`src/rtl/stc_pkg.sv`:
```
`timescale 1ns/1ps
package stc_pkg;

  localparam int WORD_W = 64;

  function automatic logic [WORD_W-1:0] stim_word(input int unsigned p);
    logic [7:0] tail;
    tail = ((p % 4) == 3) ? 8'h20 : 8'h00;
    return {tail, 8'h00, 8'h00, 8'h65, 8'h73, 8'h72, 8'h6F, 8'(8'h61 + p)};
  endfunction

  function automatic logic [WORD_W-1:0] repl_word(input int unsigned p);
    return {8'h20, 8'(8'h30 + p), 8'h30, 8'h30, 8'h64, 8'h72, 8'h6F, 8'h77};
  endfunction

  function automatic logic [WORD_W-1:0] expect_word(input int unsigned p);
    logic hit;
    logic after_space;
    hit         = ((p % 2) == 0);
    after_space = ((p % 4) == 0) && (p != 0);
    return (hit && !after_space) ? repl_word(p) : stim_word(p);
  endfunction

endpackage

```
`src/rtl/stc_rom.sv`:
```
`timescale 1ns/1ps
module stc_rom #(
  parameter int KIND  = 0,
  parameter int DEPTH = 16,
  parameter int W     = 64,
  localparam int AW   = $clog2(DEPTH)
) (
  input  logic          clk,
  input  logic          rst,
  input  logic          en,
  input  logic          clr,
  input  logic [AW-1:0] addr,
  output logic [W-1:0]  q
);
  logic [W-1:0] mem [DEPTH];

  for (genvar g = 0; g < DEPTH; g++) begin : g_ent
    if (KIND == 0) begin : g_stim
      assign mem[g] = W'(stc_pkg::stim_word(g));
    end else begin : g_exp
      assign mem[g] = W'(stc_pkg::expect_word(g));
    end
  end

  always_ff @(posedge clk) begin
    if (rst || clr) q <= '0;
    else if (en)    q <= mem[addr];
  end
endmodule

```
`src/rtl/stc_sched.sv`:
```
`timescale 1ns/1ps
module stc_sched #(
  parameter int CNT_W    = 16,
  parameter int WIN_LO   = 4,
  parameter int WIN_HI   = 8,
  parameter int WIN_CODE = 1,
  localparam int WIN_W   = WIN_HI - WIN_LO + 1
) (
  input  logic              clk,
  input  logic              rst,
  input  logic              ready_i,
  output logic              win_o,
  output logic [WIN_LO-1:0] pos_o,
  output logic              in_valid_o
);
  logic             armed_q;
  logic [CNT_W-1:0] cnt_q;

  always_ff @(posedge clk) begin
    if (rst) begin
      armed_q <= 1'b0;
      cnt_q   <= '0;
    end else begin
      armed_q <= armed_q | ready_i;
      if (armed_q) cnt_q <= cnt_q + 1'b1;
    end
  end

  assign win_o = armed_q && (cnt_q[WIN_HI:WIN_LO] == WIN_W'(WIN_CODE));
  assign pos_o = cnt_q[WIN_LO-1:0];

  always_ff @(posedge clk) begin
    if (rst) in_valid_o <= 1'b0;
    else     in_valid_o <= win_o;
  end

  p_wait_r2: assert property (@(posedge clk) disable iff (rst)
    !armed_q |-> cnt_q == '0);
  p_burst_start_r3: assert property (@(posedge clk) disable iff (rst)
    $rose(in_valid_o) |-> cnt_q[WIN_HI:0] == (WIN_HI+1)'((WIN_CODE << WIN_LO) + 1));
  p_burst_end_r3: assert property (@(posedge clk) disable iff (rst)
    $fell(in_valid_o) |-> cnt_q[WIN_HI:0] == (WIN_HI+1)'(((WIN_CODE + 1) << WIN_LO) + 1));
endmodule

```
`src/rtl/stc_check.sv`:
```
`timescale 1ns/1ps
module stc_check #(
  parameter int W     = 64,
  parameter int DEPTH = 16,
  localparam int AW   = $clog2(DEPTH)
) (
  input  logic          clk,
  input  logic          rst,
  input  logic          out_valid_i,
  input  logic [W-1:0]  out_word_i,
  input  logic [W-1:0]  exp_q_i,
  output logic [AW-1:0] exp_addr_o,
  output logic          err_o
);
  logic         pipe_v;
  logic [W-1:0] pipe_w;

  always_ff @(posedge clk) begin
    if (rst) begin
      exp_addr_o <= '0;
      pipe_v     <= 1'b0;
      pipe_w     <= '0;
      err_o      <= 1'b0;
    end else begin
      pipe_v <= out_valid_i;
      pipe_w <= out_word_i;
      if (out_valid_i) exp_addr_o <= exp_addr_o + 1'b1;
      if (pipe_v && (pipe_w != exp_q_i)) err_o <= 1'b1;
    end
  end

  p_idx_step_r6: assert property (@(posedge clk) disable iff (rst)
    out_valid_i |=> exp_addr_o == $past(exp_addr_o) + 1'b1);
  p_idx_hold_r6: assert property (@(posedge clk) disable iff (rst)
    !out_valid_i |=> $stable(exp_addr_o));
  p_flag_r7: assert property (@(posedge clk) disable iff (rst)
    (pipe_v && (pipe_w != exp_q_i)) |=> err_o);
  p_sticky_r8: assert property (@(posedge clk) disable iff (rst)
    err_o |=> err_o);
endmodule

```
`src/rtl/stc_selftest.sv`:
```
`timescale 1ns/1ps
module stc_selftest #(
  parameter int CNT_W    = 16,
  parameter int WIN_LO   = 4,
  parameter int WIN_HI   = 8,
  parameter int WIN_CODE = 1,
  localparam int W       = stc_pkg::WORD_W,
  localparam int DEPTH   = 1 << WIN_LO
) (
  input  logic         clk,
  input  logic         rst,
  input  logic         ready_i,
  input  logic         out_valid_i,
  input  logic [W-1:0] out_word_i,
  output logic         in_valid_o,
  output logic [W-1:0] in_word_o,
  output logic [3:0]   ind_o
);
  logic              win;
  logic [WIN_LO-1:0] pos;
  logic [WIN_LO-1:0] exp_addr;
  logic [W-1:0]      exp_q;
  logic              err;
  logic              run_q;
  logic              rdy_q;

  stc_sched #(.CNT_W(CNT_W), .WIN_LO(WIN_LO), .WIN_HI(WIN_HI), .WIN_CODE(WIN_CODE)) u_sched (
    .clk(clk), .rst(rst), .ready_i(ready_i),
    .win_o(win), .pos_o(pos), .in_valid_o(in_valid_o));

  stc_rom #(.KIND(0), .DEPTH(DEPTH), .W(W)) u_stim (
    .clk(clk), .rst(rst), .en(1'b1), .clr(!win), .addr(pos), .q(in_word_o));

  stc_rom #(.KIND(1), .DEPTH(DEPTH), .W(W)) u_exp (
    .clk(clk), .rst(rst), .en(out_valid_i), .clr(1'b0), .addr(exp_addr), .q(exp_q));

  stc_check #(.W(W), .DEPTH(DEPTH)) u_check (
    .clk(clk), .rst(rst), .out_valid_i(out_valid_i), .out_word_i(out_word_i),
    .exp_q_i(exp_q), .exp_addr_o(exp_addr), .err_o(err));

  always_ff @(posedge clk) begin
    if (rst) begin
      run_q <= 1'b0;
      rdy_q <= 1'b0;
    end else begin
      run_q <= 1'b1;
      rdy_q <= ready_i;
    end
  end

  assign ind_o = {in_valid_o, err, rdy_q, run_q};

  p_word_idle_r4: assert property (@(posedge clk) disable iff (rst)
    !in_valid_o |-> in_word_o == '0);
  p_ready_lamp_r9: assert property (@(posedge clk) disable iff (rst)
    ready_i |=> ind_o[1]);
  p_reset_r1: assert property (@(posedge clk)
    rst |=> (ind_o == 4'b0) && !in_valid_o);
endmodule

```
`config.mk`:
```
export PLATFORM = sky130hd
export DESIGN_NAME = stc_selftest
export DESIGN_NICKNAME = d
export VERILOG_FILES = /design/src/rtl/stc_pkg.sv /design/src/rtl/stc_rom.sv /design/src/rtl/stc_sched.sv /design/src/rtl/stc_check.sv /design/src/rtl/stc_selftest.sv
export SDC_FILE = /design/constraint.sdc
export NUM_CORES = 1
export LEC_CHECK = 0
export ABC_CLOCK_PERIOD_IN_PS = 3400
export BUFFER_PORTS_ARGS = -buffer_cell sky130_fd_sc_hd__buf_2
export CORE_MARGIN = 10
export CORE_UTILIZATION = 45
export DETAILED_ROUTE_END_ITERATION = 7
export PLACE_DENSITY = 0.81
export SETUP_SLACK_MARGIN = 0.02
export SKIP_CTS_REPAIR_TIMING = 1
export SYNTH_ARGS = -nofsm -noshare
export SYNTH_HDL_FRONTEND = slang
export SYNTH_SLANG_ARGS = --single-unit
export TNS_END_PERCENT = 30
```
`constraint.sdc`:
```
create_clock -name clk -period 3.4 [get_ports clk]
set_clock_uncertainty 0.15 [all_clocks]
set_input_delay 0 -clock clk [delete_from_list [all_inputs] [get_ports clk]]
set_output_delay 0 -clock clk [all_outputs]
set_load 0.02 [all_outputs]
```
# ---- Yosys cells after proc, flatten, opt, wreduce, memory -nomap -nowiden
# Memory sizes are Yosys's and may differ from the RTL's. A register that Yosys moved wholly into a read port is not among the register bits.
# Index checks and enable logic that the tools add are counted.
dict set report totals {
  register_bits 90
  romBits 2048
  wordCells 23
  n_memories 2
}
# memory words word_bits read_ports rd_ports_with_merged_regs write_ports line
set mem_list {}
lappend mem_list {{(no name shown)} 16 64 1 1 0 stc_rom.sv:27} ;# else if (en) q <= mem[addr];
lappend mem_list {{(no name shown)} 16 64 1 1 0 stc_rom.sv:27}
dict set report classes {
  add_sub_neg 2
  eq_ne 2
  muxes 1
  n_bitwise 3
  reduce_logical 4
}
# cell count
set ops {}
lappend ops {{64-bit inequality test} 1}
lappend ops {{16-bit by 1-bit adder with 16-bit output (second input constant)} 1}
lappend ops {{4-bit inverter with 5-bit output} 2}
lappend ops {{5-bit by 1-bit equality test with 1-bit output (second input constant)} 1}
lappend ops {{4-bit by 1-bit adder with 4-bit output (second input constant)} 1}
lappend ops {{1-bit logical AND} 2}
lappend ops {{1-bit logical NOT} 1}
lappend ops {{1-bit logical OR} 1}
lappend ops {{1-bit two-way mux} 1}
lappend ops {{1-bit bitwise OR} 1}

# ---- Longest topological paths before layout
# Gate-level depths: netlist of the first run.
dict set report logic_depth {
  ltp_word 4
  depth_mapped 7
}

# ---- Hierarchy
# Synthesis of the first run repeated with hierarchy kept, for this count alone.
dict set report hier_totals {
  hier_cells 516
  hier_area_um2 4968.5
}
# module instances cells_per_inst area_per_inst_um2
set modules_own_cells {}
lappend modules_own_cells {stc_check 1 241 2620.0}
lappend modules_own_cells {{stc_rom (u_exp)} 1 122 1021.0}
lappend modules_own_cells {{stc_rom (u_stim)} 1 89 745.7}
lappend modules_own_cells {stc_sched 1 53 490.5}
lappend modules_own_cells {stc_selftest 1 11 91.3}

# ---- Worst setup path before layout of the first run
# OpenSTA, ideal clock, no wires.
dict set report synth_path {
  path_type {register to register}
  start {reg u_sched.cnt_q[0]}
  end {reg u_sched.cnt_q[8]}
  setup_ns 0.071
  arrival_ns 1.252
  t_required_ns 3.179
  path_slack_ns 1.927
  path_stages_with_launch 5
  period_less_slack_ns 1.473
  cell_sequence {dfxtp_1 -> ha_1 -> nand4_2 -> or3_1 -> a21oi_1}
}
dict set report synth_between {
  elab_chain_len 1
}
# element line
set synth_lines {}
lappend synth_lines {{start: declaration} stc_sched.sv:17} ;# logic [CNT_W-1:0] cnt_q;
lappend synth_lines {{start signal: assignment} stc_sched.sv:25} ;# if (armed_q) cnt_q <= cnt_q + 1'b1;
lappend synth_lines {{16-bit by 1-bit adder with 16-bit output} stc_sched.sv:25}
# Every way passes these cells.
# A chain may end at the register's enable or synchronous reset.

# ---- Worst setup path in the final report of the first run
# Ends and elaborated chain as after synthesis.

==> results.cfg, run 1 <==
[outcome]
outcome = complete, no violations

[sta]
fmax_mhz = 604.7
min_period_ns = 1.654
rsz0062_at_grt = false
hold_viol = 0
whs_ns = 0.07879
worst_pin_slew_ns = 0.8328
post-route-period-util = 0.4864
slew_headroom = 0.4448
setup_tns_ns = 0
setup_violations = 0
finalMaxSlewViolations = 0

[logic_synthesis]
yosys.area.top_type_share = 0.5003
seq_area_frac_synth = 0.5003
yosysMostFrequentCell = dfxtp_1
synth_commonest_cells = 101 x dfxtp_1, 66 x nor2b_1, 63 x buf_4, 32 x nor2_1, 13 x mux2i_1
ys_ff_latch = 101
synth_cell_types = 37
synth_area_leader_cell = dfxtp_1
synthesis.area_mm2 = 0.004041
async_flop_share = 0
netlist_instances = 406
synth_edf_count = 0
ys_warn_count = 0
synthFlopType = dfxtp_1
netlist_top_cells_area = dfxtp_1 50%, buf_4 12%, nor2b_1 10%, mux2i_1 3.2%, ha_1 3.1%
avgSynthCellArea_um2 = 9.954

[pwr]
ir_drop_v = 0.0004027
p_leak_uw = 0.002324
power.density_mw_per_mm2 = 444.5

[placed_design]
gp_congestion = 0.8096
hpwl_mm = 5.935
portBuffers = 99

[cts]
cts_inserted_buffers = 9
cts_tree = yes
worstSkewPairLatency_ns = 0.35
cts.sinks = 101
cts-root-buf = clkbuf_8
clock_path_buffers = 2
ctsHtreeMaxLevel = 3
clk_pin_slew_ns = 0.09

[routing]
wl_per_cell_um = 15.12
drt_wl_total_mm = 9.919
drtAntennaViolNets = 0
drt_iter0_markers = 172
drc_errors = 0
avgViaCountPerCell = 4.581
dr.pass1.iters = 4
vias = 3005

[layout]
seq_area_mm2 = 0.002022
post-route-util = 0.5890
syn_to_final_growth_pct = 27.09
multi_input_comb_area_mm2 = 0.001598
final_nets = 619
drive_above_1_share = 0.2216
fillers = 694

[floorplanning]
ios = 137
initial_core_util = 0.4634
die_x_um = 114.8
row_count = 34
die_area_mm2 = 0.01317
fp.dieH_um = 114.8
core_mm2 = 0.008721

[run]
cap_violations = 0

[global_routing]
grt_pass1_wl_mm = 11.59
grt_use_total = 0.1064
grt_max_degree = 49
antenna_found_initial = 1
overflow = 0
grt_pass1_vias = 2564

[setup_path]
r2r_setup_slack_ns = 1.75
path_max_fanout = 5
worst_ep_arrival_time_ns = 1.78
critPathRequiredTime_ns = 3.53
worstSetupPathType = reg -> reg
start_kind = flop
end_kind = flop

[hold_path]
worstHoldPathType = in -> reg
## report_power, final
group	switching, uW	internal [uW]
registers	41.5	1240
clock network	385	341
logic	134	141
## area by class of cell
cell class	instances	share of cell area
multi-input cells	257	0.3111
diodes	2	0.0009744
clock inverters	6	0.01218
inverters	6	0.004385
flip-flops and latches	101	0.3937
repair buffers	166	0.2266
well taps	108	0.02631
clock buffers	10	0.02485
## logic make-up after synthesis
| kind of cell | count (synthesis) | synth area share |
|---|---|---|
| other | 1 | 0.0009279 |
| multiplexers | 13 | 0.03220 |
| adder cells (fa/ha/maj) | 10 | 0.03096 |
| XOR/XNOR | 17 | 0.03684 |
| flip-flops | 101 | 0.5003 |
| AND/OR/NAND/NOR | 153 | 0.2176 |
| AO/OA/AOI/OAI | 27 | 0.04334 |
| buffers and inverters | 84 | 0.1378 |
## worst paths after layout
path                            startpoint                            end  cells past startpoint
max          u_sched.cnt_q[0]$_SDFFE_PP0P_  u_sched.cnt_q[8]$_SDFFE_PP0P_                      4
min                                    rst                  run_q$_DFF_P_                      2
min reg2reg       u_exp.q[51]$_SDFFE_PP0P_       u_exp.q[51]$_SDFFE_PP0P_                      2
max reg2reg  u_sched.cnt_q[0]$_SDFFE_PP0P_  u_sched.cnt_q[8]$_SDFFE_PP0P_                      4
## flip-flops by register name, summed over array words and instances, names as in the netlist, 4 cells and up
signal / cells
u_check.pipe_w: 64
u_exp.q: 11
u_sched.cnt_q: 9
u_stim.q: 7
u_check.exp_addr_o: 4
## metal layers
| metal | vias to the layer above | GRT usage | share of wire |
|---|---|---|---|
| met4 | 0 | 0.03218 | 0.012 |
| met2 | 120 | 0.1710 | 0.50 |
| met1 | 1374 | 0.1183 | 0.37 |
| li1 | 1500 | - | - |
| met3 | 11 | 0.05938 | 0.12 |
| met5 | - | 0 | 0 |
## cell usage in the layout (no fill, tap or decap), drive strengths merged, types with 4 or more instances in the layout
cell type    synthesis  final
buf                 66    100
a211oi               6      6
dlygate4sd3          0     66
nor4                13     13
xor2                 7      7
o21ai                7      7
nand3                7      7
conb                 1     37
nor2                32     32
dfxtp              101    101
clkinv               0      4
nor2b               66     66
nor3                 5      5
a21oi                8      8
clkbuf              12     10
xnor2               10     10
inv                  6      7
nand4                8      8
ha                  10     10
mux2i               13     13
nand2                7      7
## through the flow
stage	area, um2	power (uW)	std cells	worst slack, ns
finish	5136	2283	656	1.746
global placement	4280	1505	572	1.868
global route	5134	2382	655	1.626
floorplan	4177	1483	442	1.927
detailed placement	4280	1514	572	1.767
CTS	4471	2225	588	1.746
## worst max-delay path, stage by stage, from the launching register on
cell and delay [ns]:
dfxtp_1 0.43, ha_1 0.30, nand4_2 0.18, or3_1 0.38
a21oi_1 0.14
(Power assumes the default switching activity.)
==> inputs of run 2 (changes only) <==
Settings changed: ABC_AREA set to 1, ABC_CLOCK_PERIOD_IN_PS 3400 to 1570, PLACE_DENSITY 0.81 to 0.8.
Clock period 3.4 ns to 1.57 ns, I/O delays scaled along.
==> results.cfg, run 2 <==
[layout]
design_area_mm2 = 0.005619
syn_to_final_growth_pct = 29.46
layout_common_cells = 132 x nor2_1, 110 x inv_1, 99 x buf_2
final_nets = 811
antennaDiodeCount = 0
largest_register = u_check.pipe_w
seq_area_mm2 = 0.002028
reg_top3 = u_check.pipe_w: 64 flops, u_exp.q: 11 flops, u_sched.cnt_q: 9 flops
largest_register_ffs = 64
multi_input_comb_area_mm2 = 0.001525
post-route-util = 0.6024
mostFrequentLayoutCell = nor2_1
drive_above_1_share = 0.1802
fillers = 734

[pwr]
ir_drop_v = 0.0005103
clockPowerShare = 0.346
p_switching_uw = 1390
p_leak_uw = 0.002953
pwr-share-comb = 0.135
power.density_mw_per_mm2 = 948.6
p_seq_frac = 0.519
p_sw_frac = 0.2608
internal_power_uw = 3940

[setup_path]
worstSetupPathType = reg -> reg
worst_ep_arrival_time_ns = 1.55
critPathRequiredTime_ns = 1.67
start_kind = flop
end_kind = flop
path_max_fanout = 4
critPathLaunch = u_sched.armed_q$_SDFF_PP0_
r2r_start = u_sched.armed_q$_SDFF_PP0_
r2r_cells = 6

[global_routing]
grt_use_total = 0.1213
antenna_found_initial = 0
overflow = 0
gr-usage-met3 = 0.05331
globalRouteMet1Util = 0.1306
grt_max_degree = 82
grt_pass1_vias = 3416
grt_use_met2 = 0.2076
top_usage_layer = met2
grt_pass1_wl_mm = 14.52

[placed_design]
hpwl_mm = 6.629
pre_cts_slack_ns = 0.04082
gp_congestion = 0.8163
portBuffers = 99
placed_cell_area_mm2 = 0.004668

[run]
cap_violations = 0

[floorplanning]
initial_core_util = 0.4653
fp.dieH_um = 118.2
row_count = 35
ios = 137
die_area_mm2 = 0.01397
core_mm2 = 0.009328
die_x_um = 118.2

[cts]
cts-root-buf = clkbuf_8
ctsHtreeMaxLevel = 3
worstSkewPairLatency_ns = 0.36
clock_path_buffers = 2
cts.sinks = 101
clk_pin_slew_ns = 0.10
cts_tree = yes
cts_inserted_buffers = 9

[logic_synthesis]
synth_commonest_cells = 132 x nor2_1, 111 x inv_1, 101 x dfxtp_1, 81 x nand2_1, 62 x buf_4
avgSynthCellArea_um2 = 7.407
synth_edf_count = 0
synthesis.area_mm2 = 0.004340
synthFlopType = dfxtp_1
yosysMostFrequentCell = nor2_1
yosys.area.top_type_share = 0.4658
seq_area_frac_synth = 0.4658
ys_ff_latch = 101
async_flop_share = 0
synth_area_leader_cell = dfxtp_1
netlist_instances = 586
synth_cell_types = 31
netlist_top_cells_area = dfxtp_1 47%, nor2_1 11%, buf_4 11%, inv_1 9.6%, nand2_1 7.0%
ys_warn_count = 0

[sta]
rsz0062_at_grt = true
post-route-period-util = 0.9258
fmax_mhz = 688.0
setup_ws_ns = 0.1165
min_period_ns = 1.454
finalMaxSlewViolations = 0
hold_viol = 2
setup_violations = 0
whs_ns = -0.007506
setup_tns_ns = 0

[routing]
wl_per_cell_um = 12.35
drt_wl_total_mm = 10.71
drc_errors = 0
vias = 3747
avgViaCountPerCell = 4.322
dr.pass1.iters = 4
drt_iter0_markers = 138
drtAntennaViolNets = 0

[hold_path]
worstHoldPathType = in -> reg
hold_depth = 3
min-delay-start = rst

[outcome]
violations = hold timing
outcome = finished with violations
-- run 2: per-layer routing --
metal  vias to the layer above  wire, um
li1                       1926         -
met1                      1686      4129
met2                       119      5391
met3                        16      1022
met4                         0       163
met5                         -         0
-- run 2: kinds of logic after synthesis --
logic type / synth area share
buffers and inverters: 0.2179
XOR/XNOR: 0.01009
AO/OA/AOI/OAI: 0.05967
AND/OR/NAND/NOR: 0.2168
flip-flops: 0.4658
other: 0.0008640
adder cells (fa/ha/maj): 0.02883
-- run 2: worst max-delay path, cell delays in order, from the launching register on --
cell,delay (ns)
dfxtp_1,0.40
inv_1,0.11
nor2_1,0.18
nand3_1,0.11
nor2_1,0.16
a21oi_1,0.10
o21a_1,0.13
-- run 2: final timing paths --
check,endpoint,slack (ns)
worst max-delay path,u_sched.cnt_q[7]$_SDFFE_PP0P_,0.12
worst min-delay path,u_sched.cnt_q[0]$_SDFFE_PP0P_,-0.008
worst max register to register,u_sched.cnt_q[7]$_SDFFE_PP0P_,0.12
worst min register to register,u_check.err_o$_SDFFE_PP0P_,0.33
-- run 2: final cells by class --
cell class / instances / share of cell area
flip-flops and latches: 101 / 0.3609
multi-input cells: 334 / 0.2714
inverters: 111 / 0.07415
repair buffers: 176 / 0.2244
clock buffers: 9 / 0.02204
clock inverters: 7 / 0.01826
well taps: 129 / 0.02872
-- run 2: power groups by stage --
stage               Clock (uW)  Sequential (uW)  Combinational, uW
global placement             0             2820                537
CTS                       1890             2770                558
floorplan                    0             2800                473
global route              1990             2790                811
finish                    1840             2770                718
detailed placement           0             2820                555
-- run 2: stage by stage --
stage	power, uW	instances
4_1_cts	5214	797
5_1_grt	5593	867
3_5_place_dp	3380	781
3_3_place_gp	3353	781
2_1_floorplan	3275	622
6_report	5330	867
